**src/rtl/cfgl_pkg.sv**
```systemverilog
package cfgl_pkg;
  typedef enum logic [2:0] {
    ST_IDLE,
    ST_PROG,
    ST_REL,
    ST_GETB,
    ST_SHIFT,
    ST_FLUSH
  } cfgl_state_t;

  localparam int BYTE_BITS = 8;
endpackage

```
**src/rtl/cfgl_clkgen.sv**
```systemverilog
module cfgl_clkgen #(
  parameter int DIV_W = 8
) (
  input  logic             clk,
  input  logic             rst_n,
  input  logic             en,
  input  logic [DIV_W-1:0] div,
  output logic             cclk,
  output logic             bit_end
);
  logic [DIV_W-1:0] cnt;
  logic [DIV_W-1:0] lim;
  logic             last;

  assign lim     = (div == '0) ? DIV_W'(1) : div;
  assign last    = (cnt == lim - DIV_W'(1));
  assign bit_end = last && cclk;

  always_ff @(posedge clk) begin
    if (!rst_n) begin
      cnt  <= '0;
      cclk <= 1'b0;
    end else if (!en) begin
      cnt  <= '0;
      cclk <= 1'b0;
    end else if (last) begin
      cnt  <= '0;
      cclk <= ~cclk;
    end else begin
      cnt  <= cnt + DIV_W'(1);
    end
  end
endmodule

```
**src/rtl/cfgl_timer.sv**
```systemverilog
module cfgl_timer #(
  parameter int LIMIT = 2_500_000
) (
  input  logic clk,
  input  logic rst_n,
  input  logic clear,
  output logic expired
);
  localparam int W = $clog2(LIMIT + 1);
  logic [W-1:0] cnt;

  assign expired = (cnt == W'(LIMIT - 1));

  always_ff @(posedge clk) begin
    if (!rst_n || clear) cnt <= '0;
    else if (!expired)   cnt <= cnt + W'(1);
  end
endmodule

```
**src/rtl/cfgl_shifter.sv**
```systemverilog
module cfgl_shifter #(
  parameter int W = 8
) (
  input  logic         clk,
  input  logic         rst_n,
  input  logic         load,
  input  logic [W-1:0] din,
  input  logic         shift,
  output logic         msb
);
  logic [W-1:0] sh;

  assign msb = sh[W-1];

  always_ff @(posedge clk) begin
    if (!rst_n)     sh <= '0;
    else if (load)  sh <= din;
    else if (shift) sh <= {sh[W-2:0], 1'b0};
  end
endmodule

```
**src/rtl/cfg_serial_loader.sv**
```systemverilog
module cfg_serial_loader #(
  parameter int LEN_W      = 16,
  parameter int DIV_W      = 8,
  parameter int TMO_CYCLES = 2_500_000
) (
  input  logic             clk,
  input  logic             rst_n,
  input  logic             start,
  input  logic [LEN_W-1:0] byte_total,
  input  logic [DIV_W-1:0] div_cycles,
  input  logic             s_valid,
  input  logic [7:0]       s_data,
  output logic             s_ready,
  output logic             tgt_prog_n,
  input  logic             tgt_init_n,
  input  logic             tgt_done,
  output logic             tgt_cclk,
  output logic             tgt_din,
  output logic             busy,
  output logic             done_pulse,
  output logic             load_ok,
  output logic             load_timeout,
  output logic             load_crc_err
);
  import cfgl_pkg::*;

  localparam int BIT_W = $clog2(BYTE_BITS);

  cfgl_state_t      st, st_nx;
  logic [LEN_W-1:0] left;
  logic [BIT_W-1:0] bit_idx;
  logic             bit_end, tmo_hit, crc_cond, take, sh_msb;
  logic             run_now, run_nxt;
  logic             fin_ok, fin_tmo, fin_crc;

  assign crc_cond = !tgt_done && !tgt_init_n;
  assign s_ready  = (st == ST_GETB) && !crc_cond && (left != '0);
  assign take     = s_ready && s_valid;
  assign run_now  = (st == ST_SHIFT) || (st == ST_FLUSH);
  assign run_nxt  = (st_nx == ST_SHIFT) || (st_nx == ST_FLUSH);

  always_comb begin
    st_nx   = st;
    fin_ok  = 1'b0;
    fin_tmo = 1'b0;
    fin_crc = 1'b0;
    unique case (st)
      ST_IDLE:  if (start) st_nx = ST_PROG;
      ST_PROG: begin
        if (!tgt_init_n) st_nx = ST_REL;
        else if (tmo_hit) begin st_nx = ST_IDLE; fin_tmo = 1'b1; end
      end
      ST_REL: begin
        if (tgt_init_n) st_nx = ST_GETB;
        else if (tmo_hit) begin st_nx = ST_IDLE; fin_tmo = 1'b1; end
      end
      ST_GETB: begin
        if (crc_cond) begin st_nx = ST_IDLE; fin_crc = 1'b1; end
        else if (left == '0) st_nx = ST_FLUSH;
        else if (s_valid) st_nx = ST_SHIFT;
      end
      ST_SHIFT: if (bit_end && bit_idx == BIT_W'(BYTE_BITS - 1)) st_nx = ST_GETB;
      ST_FLUSH: begin
        if (tgt_done) begin st_nx = ST_IDLE; fin_ok = 1'b1; end
        else if (tmo_hit) begin st_nx = ST_IDLE; fin_tmo = 1'b1; end
      end
      default: st_nx = ST_IDLE;
    endcase
  end

  always_ff @(posedge clk) begin
    if (!rst_n) begin
      st           <= ST_IDLE;
      left         <= '0;
      bit_idx      <= '0;
      done_pulse   <= 1'b0;
      load_ok      <= 1'b0;
      load_timeout <= 1'b0;
      load_crc_err <= 1'b0;
    end else begin
      st         <= st_nx;
      done_pulse <= fin_ok || fin_tmo || fin_crc;
      if (st == ST_IDLE && start) begin
        left         <= byte_total;
        load_ok      <= 1'b0;
        load_timeout <= 1'b0;
        load_crc_err <= 1'b0;
      end else begin
        if (take) left <= left - LEN_W'(1);
        if (fin_ok)  load_ok      <= 1'b1;
        if (fin_tmo) load_timeout <= 1'b1;
        if (fin_crc) load_crc_err <= 1'b1;
      end
      if (take) bit_idx <= '0;
      else if (st == ST_SHIFT && bit_end) bit_idx <= bit_idx + BIT_W'(1);
    end
  end

  cfgl_clkgen #(.DIV_W(DIV_W)) u_clk (
    .clk(clk), .rst_n(rst_n), .en(run_now && run_nxt), .div(div_cycles),
    .cclk(tgt_cclk), .bit_end(bit_end)
  );

  cfgl_timer #(.LIMIT(TMO_CYCLES)) u_tmr (
    .clk(clk), .rst_n(rst_n), .clear(st_nx != st), .expired(tmo_hit)
  );

  cfgl_shifter #(.W(BYTE_BITS)) u_sh (
    .clk(clk), .rst_n(rst_n), .load(take), .din(s_data),
    .shift(st == ST_SHIFT && bit_end), .msb(sh_msb)
  );

  assign tgt_prog_n = (st != ST_PROG);
  assign busy       = (st != ST_IDLE);
  assign tgt_din    = (st == ST_FLUSH) ? 1'b1 : ((st == ST_SHIFT) ? sh_msb : 1'b0);
endmodule

```
**config.mk**
```make
export PLATFORM = sky130hd
export DESIGN_NAME = cfg_serial_loader
export DESIGN_NICKNAME = d
export VERILOG_FILES = /design/src/rtl/cfgl_pkg.sv /design/src/rtl/cfgl_clkgen.sv /design/src/rtl/cfgl_timer.sv /design/src/rtl/cfgl_shifter.sv /design/src/rtl/cfg_serial_loader.sv
export SDC_FILE = /design/constraint.sdc
export NUM_CORES = 1
export LEC_CHECK = 0
export BUFFER_PORTS_ARGS = -buffer_cell sky130_fd_sc_hd__buf_2
export CELL_PAD_IN_SITES_DETAIL_PLACEMENT = 1
export CELL_PAD_IN_SITES_GLOBAL_PLACEMENT = 1
export CORE_ASPECT_RATIO = 1.25
export CORE_MARGIN = 2
export CORE_UTILIZATION = 38
export CTS_CLUSTER_DIAMETER = 80
export CTS_CLUSTER_SIZE = 12
export DETAILED_ROUTE_END_ITERATION = 6
export GPL_TIMING_DRIVEN = 0
export PLACE_DENSITY = 0.72
export SYNTH_ARGS = -nofsm -noshare
export SYNTH_HDL_FRONTEND = slang
export SYNTH_SLANG_ARGS = --single-unit
```
**constraint.sdc**
```tcl
create_clock -name clk -period 2.5 [get_ports clk]
set_clock_uncertainty 0.1 [all_clocks]
set_input_delay 0.375 -clock clk [delete_from_list [all_inputs] [get_ports clk]]
set_output_delay 0.375 -clock clk [all_outputs]
set_load 0.05 [all_outputs]
```
# Yosys cells after proc, flatten, opt, wreduce, memory -nomap -nowiden
# Index checks and enable logic that the tools add are counted.
# classes
addsub	5
n_eq_ne	12
n_mux	26
bitwise	3
n_reduce_logical	29
# ops
cell	count
$mux 16	2
$mux 3	9
$mux 8	3
$add 22x1->22 const B	1
$eq 22x22->1 const B	1
$pmux 3 s6	1
$logic_not 16->1	1
$reduce_bool 16->1	1
$sub 16x1->16 const B	1
$eq 3x3->1 const B	5
$mux 1	10
$logic_and 1x1->1	9
$add 8x1->8 const B	1
$eq 8x8->1	1
$logic_not 8->1	1
$sub 8x1->8 const B	1
$eq 3x2->1 const B	2
$logic_or 1x1->1	5
$logic_not 1->1	4
$reduce_bool 2->1	2
$reduce_or 2->1	2
$add 3x1->3 const B	1
$eq 3x1->1 const B	1
$logic_not 3->1	1
7 further kinds	9
# totals
register_bits	65
in_bits	38
out_inout_bits	9
word_cells	86

# Depth between registers and ports, before layout
# Gate-level depths: netlist (run 1).
# depth
word_depth	13
ltp_mapped	12
ltp_nobuf	10

# Modules after synthesis
# From an unflattened synthesis (run 1), not the netlist that was laid out.
# unflattened
cells_unflattened	428
hier_area_um2	3677.3
# by_module_without_submodules
mod	instances	cells_each	area_each_um2	seq_area_each_um2
cfg_serial_loader	1	202	1570.3	520.5
cfgl_timer	1	114	1026.0	440.4
cfgl_clkgen	1	77	661.9	180.2
cfgl_shifter	1	35	419.2	160.2

# Worst setup path before layout (run 1)
# Ideal clock, no wire load.
# synth_timing
path_kind	input to register
from	in div_cycles[5]
to	reg u_tmr.cnt[21]
t_arrival_ps	2482
slack_ps	-197
stages	11
n_path_buf	2
path_cell_list	nor3_1 > a31oi_1 > ha_1 > nand2b_1 > a311oi_1 > a41oi_1 > or4_1 > buf_2 > o211ai_4 > buf_6 > nor2_1
# synth_between
elab_chain_len	10
# synth_rtl
element	line_no	source
start: declaration	cfg_serial_loader.sv:10	input logic [DIV_W-1:0] div_cycles,
$logic_not 8->1	cfgl_clkgen.sv:15	assign lim = (div == '0) ? DIV_W'(1) : div;
$mux 8 (*)	cfgl_clkgen.sv:15	
$sub 8x1->8 (*)	cfgl_clkgen.sv:16	assign last = (cnt == lim - DIV_W'(1));
$eq 8x8->1 (*)	cfgl_clkgen.sv:16	
$logic_and 1x1->1 (*)	cfgl_clkgen.sv:17	assign bit_end = last && cclk;
$logic_and 1x1->1 (*)	cfg_serial_loader.sv:62	ST_SHIFT: if (bit_end && bit_idx == BIT_W'(BYTE_BITS - 1)) st_nx = ST_GETB;
$mux 3 (*)	cfg_serial_loader.sv:62	
$pmux 3 s6 (*)	cfg_serial_loader.sv:47	unique case (st)
$ne 3x3->1 (*)	cfg_serial_loader.sv:105	.clk(clk), .rst_n(rst_n), .clear(st_nx != st), .expired(tmo_hit)
$logic_or 1x1->1 (*)	cfgl_timer.sv:15	if (!rst_n || clear) cnt <= '0;
end signal: assignment	cfgl_timer.sv:16	else if (!expired) cnt <= cnt + W'(1);
end: declaration	cfgl_timer.sv:10	logic [W-1:0] cnt;
# Every way passes the cells marked *; elsewhere a longest branch is shown, timed or not.
# A chain may end at the register's enable or synchronous reset.

# Final worst setup path (run 1)
# layout_timing
from	in div_cycles[6]
to	reg u_tmr.cnt[21]
# Same word-level chain as after synthesis.

==> run metrics, run 1 <==
setup TNS=-1200 ps; Sw Share=approximately 29%; final number of max-transition violations=0; GR Overflow Total=0; Critical path buffers and inverters=2; combinational share of power=approximately 16%; Worst Path Max Fanout=6; Wirelength per Cell=between 15 and 20 µm; footprint of the multi-input gates=roughly 2300 µm²; # hold bufs at CTS=0; # H-tree levels=3; residual DRC count=0; gr usage total=approximately a fifth; Area growth syn-to-layout=28.7%; worst vdd ir=between 300 and 400 µV; I/O Buffers=46; CP Capture Type=flip-flop; num ports=between 40 and 50; Final min period=2580 ps; crit-path cells=buf_8 -> nor3_4 -> a31oi_4 -> ha_4 -> xnor2_2 -> a41oi_2 -> nand3_2 -> or4_4 -> o211ai_4 -> buf_6 -> nor2_1; sw power=approximately 0.00067 W; antenna violations before repair=0; max incr delay on CP=between 500 and 600 ps; delay-heaviest family, CP=simple AND/OR/NAND/NOR gates; first-pass GRT wire length=about 15000 µm; CORE AREA=~8700 µm²; synthesized area=roughly 3400 µm²; total number of vias=3248; Syn Nets=approximately 470; DP Wirelength=6540 µm; outcome=finished with violations; Initial Utilization=about two fifths; Syn. warnings=0; drt first pass iters=4; f_max=~390 MHz; Fin. Hold Viols=0; LEAKAGE=between 1.5 and 2 nW; Clk pwr share=35.1%; RSZ-0062 raised after global routing=yes; die area=a little under 10000 µm²; Max Cap Viol=0; Overall Power=0.00230 W; Arr. time, crit path=approximately 2700 ps; CP Launch Type=primary input; Seq/Total Area, Yosys=around two fifths; Synth cell types=44; fillers=about 1.1k; 1st-iter DRT viols=about 130; pwr/cell area=about 520 nW/µm²; Rows=38; width of the die=88.8 µm; failing checks=setup timing; Nets=approximately 540; Synth Instances=approximately 420; worst setup margin=-78.2 ps; Crit-path slowest cell=or4_4; number of vias per cell=5.27; clock latency at the later pin of the worst-skew pair=approximately 360 ps; Antenna Cells=0; register area=around 1300 µm²; TritonCTS sink count=between 60 and 70; WL final=around 9400 µm; Die H=110 µm; Avg Cell Area, Syn=between 8 and 9 µm²; Worst-path clk slew=~70 ps; vias in the first global route=around 3.3k; Worst Path Required=between 2000 and 3000 ps; Seq pwr share=between 40% and 50%; cts bufs inserted=9; Hold Crit Class=primary input to flip-flop; root buffer cell=clkbuf_8; final estimated routing congestion in global placement=0.781; CTS tree=done; largest net degree at the start of global routing=11; Pint=0.00163 W; layout cell share with drive strength beyond 1=between 20% and 30%; Setup Crit Path Kind=primary input to flip-flop; Worst Max-Slew Pin Slew=~560 ps; Bufs on Longest Clock Path=2; Slew headroom=between 60% and 70%; Yosys reg bits=65; final setup fails=20; Final Cycle Share=103%; DRT antenna net count=0
==> worst reg2reg max path: stages, from the launching register on <==
cell,delay (ps)
dfxtp_2,380
xor2_2,200
o211ai_1,130
o21ai_0,100
a22oi_1,190
or4_4,620
o211ai_4,340
buf_6,200
nor2_1,50
==> cells in the mapped netlist <==
cell type	instances	area share, %
buf_2	3	0.44
o211ai_4	1	0.62
a31oi_1	3	0.55
nor2_1	67	7.4
o21a_1	1	0.22
buf_4	1	0.22
inv_1	10	1.1
nand4_1	13	2.4
nor4_1	10	1.8
a311oi_1	1	0.26
buf_6	2	0.66
ha_1	6	2.2
a32oi_1	1	0.26
nand3_1	18	2.6
clkbuf_1	12	1.3
o211ai_1	1	0.22
nand2_1	30	3.3
nor2b_1	4	0.73
a21oi_1	26	3.8
dfxtp_1	65	38
o21ai_0	32	4.7
xor2_1	24	6.2
xnor2_1	26	6.7
a211oi_1	3	0.66
nor4b_1	2	0.51
o211a_1	1	0.29
a41oi_1	2	0.51
nand2b_1	7	1.3
o2bb2ai_1	1	0.26
a22oi_1	1	0.22
and2_1	4	0.73
and3b_1	1	0.26
o311a_1	1	0.29
a2bb2oi_1	1	0.26
nor3_1	8	1.2
nor2_2	1	0.18
o31ai_1	1	0.22
mux2i_1	12	3.5
and3_1	7	1.3
nand3b_1	2	0.44
or4_1	3	0.66
o22ai_1	1	0.18
nor3b_1	3	0.66
or3_1	4	0.73
==> flip-flops by register name (all words and copies together) (netlist names) <==
name          count
st                3
load_timeout      1
left             16
bit_idx           3
done_pulse        1
u_tmr.cnt        22
load_crc_err      1
u_sh.sh           8
u_clk.cnt         8
load_ok           1
u_clk.cclk        1
==> layout by cell type (no fill, tap or decap), types with 5 or more instances in the layout <==
master     n
nand2_1   30
buf_2     45
xor2_1    23
clkbuf_1   9
nor2_1    53
a21oi_1   24
buf_4     14
and3_1     6
xnor2_1   24
mux2i_1   11
ha_1       5
dfxtp_1   63
nand2b_1   5
nand3_1   15
o21ai_0   32
nor3_1     6
nor2_2     9
clkbuf_8  11
nor4_2     5
inv_1     10
nand4_1   13
nor2_4     6
buf_6      6
==> metrics by stage <==
step	util, %	instances	worst slack [ps]	hold WS (ps)	instance area (µm²)
after floorplan	-	423	-76.5	359	3440
after global placement	43.9	589	-543	353	3820
after detailed placement	43.9	589	-610	357	3820
after CTS	46.9	609	7.88	166	4080
after global routing	50.5	616	-154	176	4400
final	50.5	616	-78.2	174	4400
==> power by group through the flow <==
stage | Clock, W | Combinational (W) | Sequential (W)
finish | 0.000808 | 0.000377 | 0.00112
global route | 0.000884 | 0.000417 | 0.00112
CTS | 0.000838 | 0.000322 | 0.00111
detailed placement | 0 | 0.000307 | 0.00113
global placement | 0 | 0.000299 | 0.00113
floorplan | 0 | 0.000209 | 0.00112
==> layout make-up <==
| cell class | count | area share [%] |
|---|---|---|
| clock inverter | 3 | 0.398 |
| tap | 120 | 3.41 |
| clock buffer | 11 | 3.44 |
| inverter | 10 | 0.854 |
| sequential | 65 | 29.7 |
| timing repair buffer | 62 | 8.65 |
| buffer | 15 | 1.96 |
| multi-input combinational | 330 | 51.6 |
==> cell families (layout without fill, tap and decap cells) <==
| logic type | count (synthesis) | in the layout | share of synthesized area (%) |
|---|---|---|---|
| XOR/XNOR | 50 | 50 | 12.8 |
| multiplexers | 12 | 12 | 3.52 |
| AND/OR/NAND/NOR | 184 | 184 | 26.1 |
| AO/OA/AOI/OAI | 78 | 78 | 13.5 |
| adder cells (fa/ha/maj) | 6 | 6 | 2.20 |
| flip-flops | 65 | 65 | 38.1 |
| buffers and inverters | 28 | 101 | 3.73 |
==> final timing paths <==
| check | slack, ps | endpoint | from | cells past startpoint |
|---|---|---|---|---|
| worst max-delay path | -80 | u_tmr.cnt[21] | div_cycles[6] | 11 |
| worst min-delay path | 170 | u_sh.sh[0] | s_data[0] | 3 |
| worst max register to register | 80 | u_tmr.cnt[21] | u_clk.cnt[3] | 8 |
| worst min register to register | 370 | load_timeout | load_timeout | 2 |
==> per-layer routing <==
layer | part of all wire, % | track usage, %
met1 | 44 | 25.3
met2 | 50 | 33.3
met3 | 3.2 | 4.54
met4 | 2.0 | 6.93
met5 | 0 | 0
==> timing repair <==
action | in CTS | in global routing
setup buffers | 5 | 8
resized for setup | 11 | 65
gates cloned | 2 | 1
setup endpoints to repair | 34 | 55
pin swaps | 6 | 29
No activity file was read; power rests on OpenSTA's default activity.
==> run 2: changes to the inputs <==
--- a/config.mk
+++ b/config.mk
@@ -15,7 +15,7 @@
 export CTS_CLUSTER_SIZE = 12
 export DETAILED_ROUTE_END_ITERATION = 6
 export GPL_TIMING_DRIVEN = 0
-export PLACE_DENSITY = 0.72
+export PLACE_DENSITY_LB_ADDON = 0.1
 export SYNTH_ARGS = -nofsm -noshare
 export SYNTH_HDL_FRONTEND = slang
 export SYNTH_SLANG_ARGS = --single-unit
==> run 2 against run 1 <==
The flow now finishes without violations. Routed wire length shrank 0.86%. Core utilization is 0.68 points lower. Setup slack better by 94 ps. Critical path depth unchanged. Maximum frequency up 3.8%. Sequential power is essentially flat. Critical endpoint is now u_tmr.cnt[2].
==> run metrics, run 2 (synthesis results as in run 1) <==
outcome=completed; final estimated routing congestion in global placement=0.810 (+3.6%); Die H=110 µm (unchanged); Slew headroom=65.3% (+2.9 points); GR Overflow Total=0 (unchanged); num ports=47 (unchanged); WP depth=11 (unchanged); R2R Path End=u_tmr.cnt[2]; fillers=1089 (+1.4%); layout cell share with drive strength beyond 1=22.3% (-3.9 points); Bufs on Longest Clock Path=2 (unchanged); most frequent cells in the layout=nor2_1 (66), dfxtp_1 (65), buf_2 (39); CP Launch Type=primary input; I/O Buffers=46 (unchanged); Initial Utilization=39.3% (unchanged); delay-heaviest family, CP=simple AND/OR/NAND/NOR gates; final setup fails=0 (-100%); Placed Cells=589 (unchanged); 1st-iter DRT viols=156 (+19%); root buffer cell=clkbuf_8; Critical path buffers and inverters=2 (unchanged); CP Capture Type=flip-flop; Worst Max-Slew Pin Slew=521 ps (-37.7 ps); Setup Crit Path Kind=primary input to flip-flop; Fin. Hold Viols=0 (unchanged); gr usage total=19.5% (-0.54 points); Rows=38 (unchanged); width of the die=88.8 µm (unchanged); DP Wirelength=6560 µm (+0.35%); wl on met1=4290 µm (+2.5%); final number of max-transition violations=0 (unchanged); Arr. time, crit path=2620 ps (-100 ps); # hold bufs at CTS=0 (unchanged); met2 WL post-DR=4690 µm (-1.2%); CTS tree=done; worst vdd ir=278 µV (-8.2%); WL final=9350 µm (-0.86%); vias in the first global route=3156 (-3.4%); Worst Path Required=2630 ps (-20 ps); hold slack final=173 ps (-1.18 ps); Wirelength per Cell=15.2 µm (-1.0%); f_max=403 MHz (+3.8%); largest registers=u_tmr.cnt (22), left (16); Final min period=2480 ps (-94.1 ps); residual DRC count=0 (unchanged); Worst Path Max Fanout=5 (-1); antenna violations before repair=0 (unchanged); clock latency at the later pin of the worst-skew pair=350 ps (about the same); Worst R2R Setup Slack=150 ps (+70 ps); non-filler cells in the finished layout=617 (+0.16%); # H-tree levels=3 (unchanged); commonest non-fill, non-tap cell in the layout=nor2_1; crit-path cells=buf_6 -> nor3_4 -> a31oi_4 -> ha_4 -> xnor2_1 -> a41oi_2 -> nand3_1 -> or4_4 -> o211ai_4 -> buf_4 -> nor2_1; Max Cap Viol=0 (unchanged); max incr delay on CP=530 ps (about the same); drt first pass iters=4 (unchanged); setup TNS=0 ps (+1200 ps); RSZ-0062 raised after global routing=yes; Hold Crit Class=primary input to flip-flop; largest net degree at the start of global routing=12 (+1); total number of vias=3230 (-0.55%); worst setup path startpoint=div_cycles[5]; end of the critical path=u_tmr.cnt[2]; pwr/cell area=540 nW/µm² (+3.1%); met3 WL=218 µm (-29%); Antenna Cells=0 (unchanged); first-pass GRT wire length=14800 µm (-2.9%); LEAKAGE=1.60 nW (+0.13%); Final Cycle Share=99.4% (-3.8 points); hold_sp=s_data[0]; max reg flops=22 (unchanged); DRT antenna net count=0 (unchanged); number of vias per cell=5.24 (-0.72%); Worst-path clk slew=70 ps (about the same); TritonCTS sink count=65 (unchanged); cts bufs inserted=9 (unchanged); highest metal layer with signal wires=met4; final core occ=49.9% (-0.68 points); CORE AREA=8700 µm² (unchanged); die area=9770 µm² (unchanged); Area growth syn-to-layout=26.9%; Crit-path slowest cell=or4_4; Nets=537 (unchanged); Largest Register=u_tmr.cnt; Worst R2R Path Depth=8 (unchanged); worst r2r src=u_clk.cnt[3]
## run 2: cell types whose count changed in the layout (fill, tap and decap cells not counted), moves of 2 or more
| cell | change |
|---|---|
| buf_2 | -6 |
| buf_4 | +5 |
| buf_6 | +2 |
| buf_8 | -2 |
| clkbuf_8 | -2 |
| dfxtp_1 | +2 |
| dfxtp_2 | -2 |
| nor2_1 | +13 |
| nor2_2 | -8 |
| nor2_4 | -5 |
## run 2: per-stage QoR
stage               area [µm²]  worst slack [ps]  power, W
floorplan                 3440             -76.5   0.00133
global placement          3820              -541   0.00143
detailed placement        3820              -652   0.00144
CTS                       4150             -13.9   0.00233
global route              4340             -66.1   0.00247
finish                    4340              15.9   0.00234
## run 2: metal layers
layer  GRT usage [%]  up-vias
met4            8.55        0
met5               0        -
met3            3.13       10
li1                -     1615
met1            25.5     1564
met2            31.4       41
## run 2: area by class of cell
| type | count | area (µm²) | share of cell area [%] |
|---|---|---|---|
| Multi-Input combinational cell | 330 | 2190 | 50.5 |
| Inverter | 10 | 37.5 | 0.865 |
| Buffer | 15 | 82.6 | 1.90 |
| Sequential cell | 65 | 1300 | 30.0 |
| Tap cell | 120 | 150 | 3.46 |
| Clock buffer | 9 | 124 | 2.86 |
| Timing Repair Buffer | 62 | 390 | 9.00 |
| Clock inverter | 6 | 60.1 | 1.38 |
## run 2: power breakdown
part	internal, W	leakage (nW)	total, W	switching, W
combinational	0.000157	0.977	0.000362	0.000206
sequential	0.00107	0.528	0.00112	0.0000475
clock	0.000449	0.0909	0.000863	0.000414
## run 2: how the worst min path moves through the flow
stage / end / depth (start not counted)
3_3_place_gp: load_timeout / 2
5_1_grt: u_sh.sh[0] / 3
3_5_place_dp: load_timeout / 2
6_report: u_sh.sh[0] / 3
4_1_cts: u_sh.sh[0] / 3
2_1_floorplan: u_clk.cnt[0] / 1
## run 2: timing repair
action | 4_1_cts | 5_1_grt
endpoints found under the hold margin | 0 | 0
endpoints found under the setup margin | 44 | 53
gates cloned | 2 | 1
pin swaps | 6 | 9
gates resized for setup | 15 | 39
buffers inserted | 8 | 5
## run 2: tightest hold or removal path, stage by stage
cell	delay [ps]
buf_2	80
a2bb2oi_1	50
nor2_1	70
==> run 3: changes to the inputs <==
--- a/config.mk
+++ b/config.mk
@@ -5,6 +5,7 @@
 export SDC_FILE = /design/constraint.sdc
 export NUM_CORES = 1
 export LEC_CHECK = 0
+export ABC_AREA = 1
 export BUFFER_PORTS_ARGS = -buffer_cell sky130_fd_sc_hd__buf_2
 export CELL_PAD_IN_SITES_DETAIL_PLACEMENT = 1
 export CELL_PAD_IN_SITES_GLOBAL_PLACEMENT = 1
==> run 3 against run 2 <==
Via count increased by 17%. Critical path type unchanged. Largest power group is now clock. Setup slack better by 78 ps. Cell area grew 13%. Synthesized area increased by 14%. Largest cell class unchanged. Sequential share of layout area fell by 3.4 points. First-iteration DRC count decreased by 44%.
==> run metrics, run 3 <==
LEAKAGE=1.93 nW (+21%); # hold bufs at CTS=0 (unchanged); Final min period=2410 ps (-77.6 ps); DP Wirelength=7890 µm (+20%); gr usage total=20.2% (+0.76 points); 1st-iter DRT viols=87 (-44%); ranking of synthesized cells by area=dfxtp_1 (33%), nand2_1 (9.8%), xor2_1 (6.5%); Wirelength per Cell=14.5 µm (-4.3%); I/O Buffers=45 (-2.2%); synthesized area=3890 µm² (+14%); Placed Area=4280 µm² (+12%); setup TNS=0 ps (unchanged); num ports=47 (unchanged); width of the die=94.5 µm (+6.4%); commonest non-fill, non-tap cell in the layout=nand2_1; RSZ-0062 raised after global routing=yes; WL final=10800 µm (+15%); Avg Cell Area, Syn=7.21 µm² (-11%); Syn. warnings=0 (unchanged); most frequent cells in the layout=nand2_1 (96), inv_1 (63), dfxtp_1 (63); Post-synth EDFFs=0 (unchanged); Synth Instances=539 (+27%); Synth cell types=47 (+6.8%); Synth Flop Type=dfxtp_1; Yosys reg bits=65 (unchanged); combinational share of power=17.4% (+1.9 points); worst vdd ir=249 µV (-10%); Worst Path Required=2670 ps (+40 ps); Syn Nets=583 (+25%); f_max=416 MHz (+3.2%); final instance area=4910 µm² (+13%); sw power=0.000805 W (+21%); final setup fails=0 (unchanged); most frequent cell after synthesis=nand2_1; Worst-path clk slew=60 ps (about the same); largest registers=u_tmr.cnt (22), left (16); Largest Register=u_tmr.cnt; CORE AREA=10100 µm² (+16%); Fin. Hold Viols=0 (unchanged); first-pass GRT wire length=17600 µm (+19%); max reg flops=22 (unchanged); Sw Share=28.1% (-0.30 points); outcome=completed; Worst Path Max Fanout=5 (unchanged); Pint=0.00206 W (+23%); root buffer cell=clkbuf_16; worst setup margin=93.5 ps (+77.6 ps); Clk pwr share=43.7% (+6.9 points); CP Launch Type=primary input; final estimated routing congestion in global placement=0.795 (-1.8%); Final Cycle Share=96.3% (-3.1 points); top cells by count, synth=nand2_1 (102), dfxtp_1 (65), inv_1 (63); Hold Crit Class=primary input to flip-flop; Overall Power=0.00286 W (+22%); Nets=653 (+22%); Rows=41 (+7.9%); Arr. time, crit path=2570 ps (-50 ps); dpl ws=-374 ps (+278 ps); Bufs on Longest Clock Path=2 (unchanged); async set-reset flop share out of synthesis=0% (unchanged); Area growth syn-to-layout=26.2%; Die H=117 µm (+6.4%); Max Cap Viol=0 (unchanged); DRT antenna net count=0 (unchanged); cts bufs inserted=9 (unchanged); clock latency at the later pin of the worst-skew pair=330 ps (-20 ps); Seq/Total Area, Yosys=33.5% (-4.6 points); # H-tree levels=3 (unchanged); total number of vias=3763 (+17%); residual DRC count=0 (unchanged); Worst Max-Slew Pin Slew=656 ps (+135 ps); final core occ=48.8% (-1.0 points); layout cell share with drive strength beyond 1=25.9% (+3.6 points); CTS tree=done; antenna violations before repair=0 (unchanged); Synth top area share=33.5% (-4.6 points); final number of max-transition violations=0 (unchanged); Initial Utilization=38.7% (-0.60 points); largest net degree at the start of global routing=11 (-1); Slew headroom=56.1% (-9.2 points); Setup Crit Path Kind=primary input to flip-flop; die area=11100 µm² (+13%); vias in the first global route=3806 (+21%); pwr/cell area=583 nW/µm² (+7.9%); Seq pwr share=38.8% (-8.9 points); GR Overflow Total=0 (unchanged); Synth area leader=dfxtp_1; CP Capture Type=flip-flop; drt first pass iters=4 (unchanged); Antenna Cells=0 (unchanged); number of vias per cell=5.06 (-3.3%); TritonCTS sink count=65 (unchanged)
## run 3: metrics by stage
| step | hold slack (ps) | std cells |
|---|---|---|
| 6_report | 206 | 743 |
| 5_1_grt | 203 | 743 |
| 4_1_cts | 198 | 729 |
| 3_5_place_dp | 348 | 713 |
| 3_3_place_gp | 341 | 713 |
| 2_1_floorplan | 336 | 539 |
## run 3: worst paths after layout
kind	end	slack [ps]	cells after the start	startpoint
worst min register to register	load_timeout	350	2	load_timeout
worst max-delay path	u_tmr.cnt[6]	90	16	div_cycles[2]
worst min-delay path	left[7]	210	3	byte_total[7]
worst max register to register	u_tmr.cnt[6]	110	14	u_tmr.cnt[0]
## run 3: area by class of cell
cell class              count  area (µm²)
inverters                  70         263
well taps                 129         161
clock buffers              13         250
clock inverters             3        40.0
multi-input cells         393        2420
plain buffers              13         100
fillers                  1309        5150
flip-flops and latches     65        1300
repair buffers             57         369
## run 3: cells by family (layout without fill, tap and decap cells)
group	Yosys count	after routing	share of synthesized area (%)
simple gates	272	274	35.0
buf+inv	83	156	8.88
compound gates	73	73	11.5
flops	65	65	33.5
xor+xnor	35	35	7.88
fa+ha+maj	6	6	1.93
mux	5	5	1.42
## run 3: routing by layer
| metal | vias to the layer above | global-route usage (%) | part of all wire (%) |
|---|---|---|---|
| li1 | 1914 | - | - |
| met1 | 1777 | 22.9 | 42 |
| met2 | 61 | 37.8 | 54 |
| met3 | 11 | 4.29 | 3.4 |
| met4 | 0 | 6.57 | 1.2 |
| met5 | - | 0 | 0 |
## run 3: power groups by stage
stage	clock network, W	logic (W)	registers, W
after floorplan	0	0.000312	0.00112
after global placement	0	0.000425	0.00113
after detailed placement	0	0.000438	0.00113
after CTS	0.00128	0.000442	0.00111
after global routing	0.00133	0.000561	0.00112
final	0.00125	0.000498	0.00111
## run 3: critical path, cell delays in order
cell and delay [ps]:
buf_8 100, nor2_4 130, nand2_2 80, nor2_4 100
nor2_4 70, ha_4 260, xor2_1 130, nand2_1 80
nor2_2 130, nand3_2 90, nor2_4 180, nand4_4 180
nand3_4 160, nand4_4 200, clkbuf_16 230, nor2_4 70
## run 3: timing repair
item / 4_1_cts / 5_1_grt
cloned: 0 / 3
pin swaps: 1 / 17
buffers inserted: 0 / 11
setup endpoints to repair: 25 / 43
resized for setup: 2 / 52
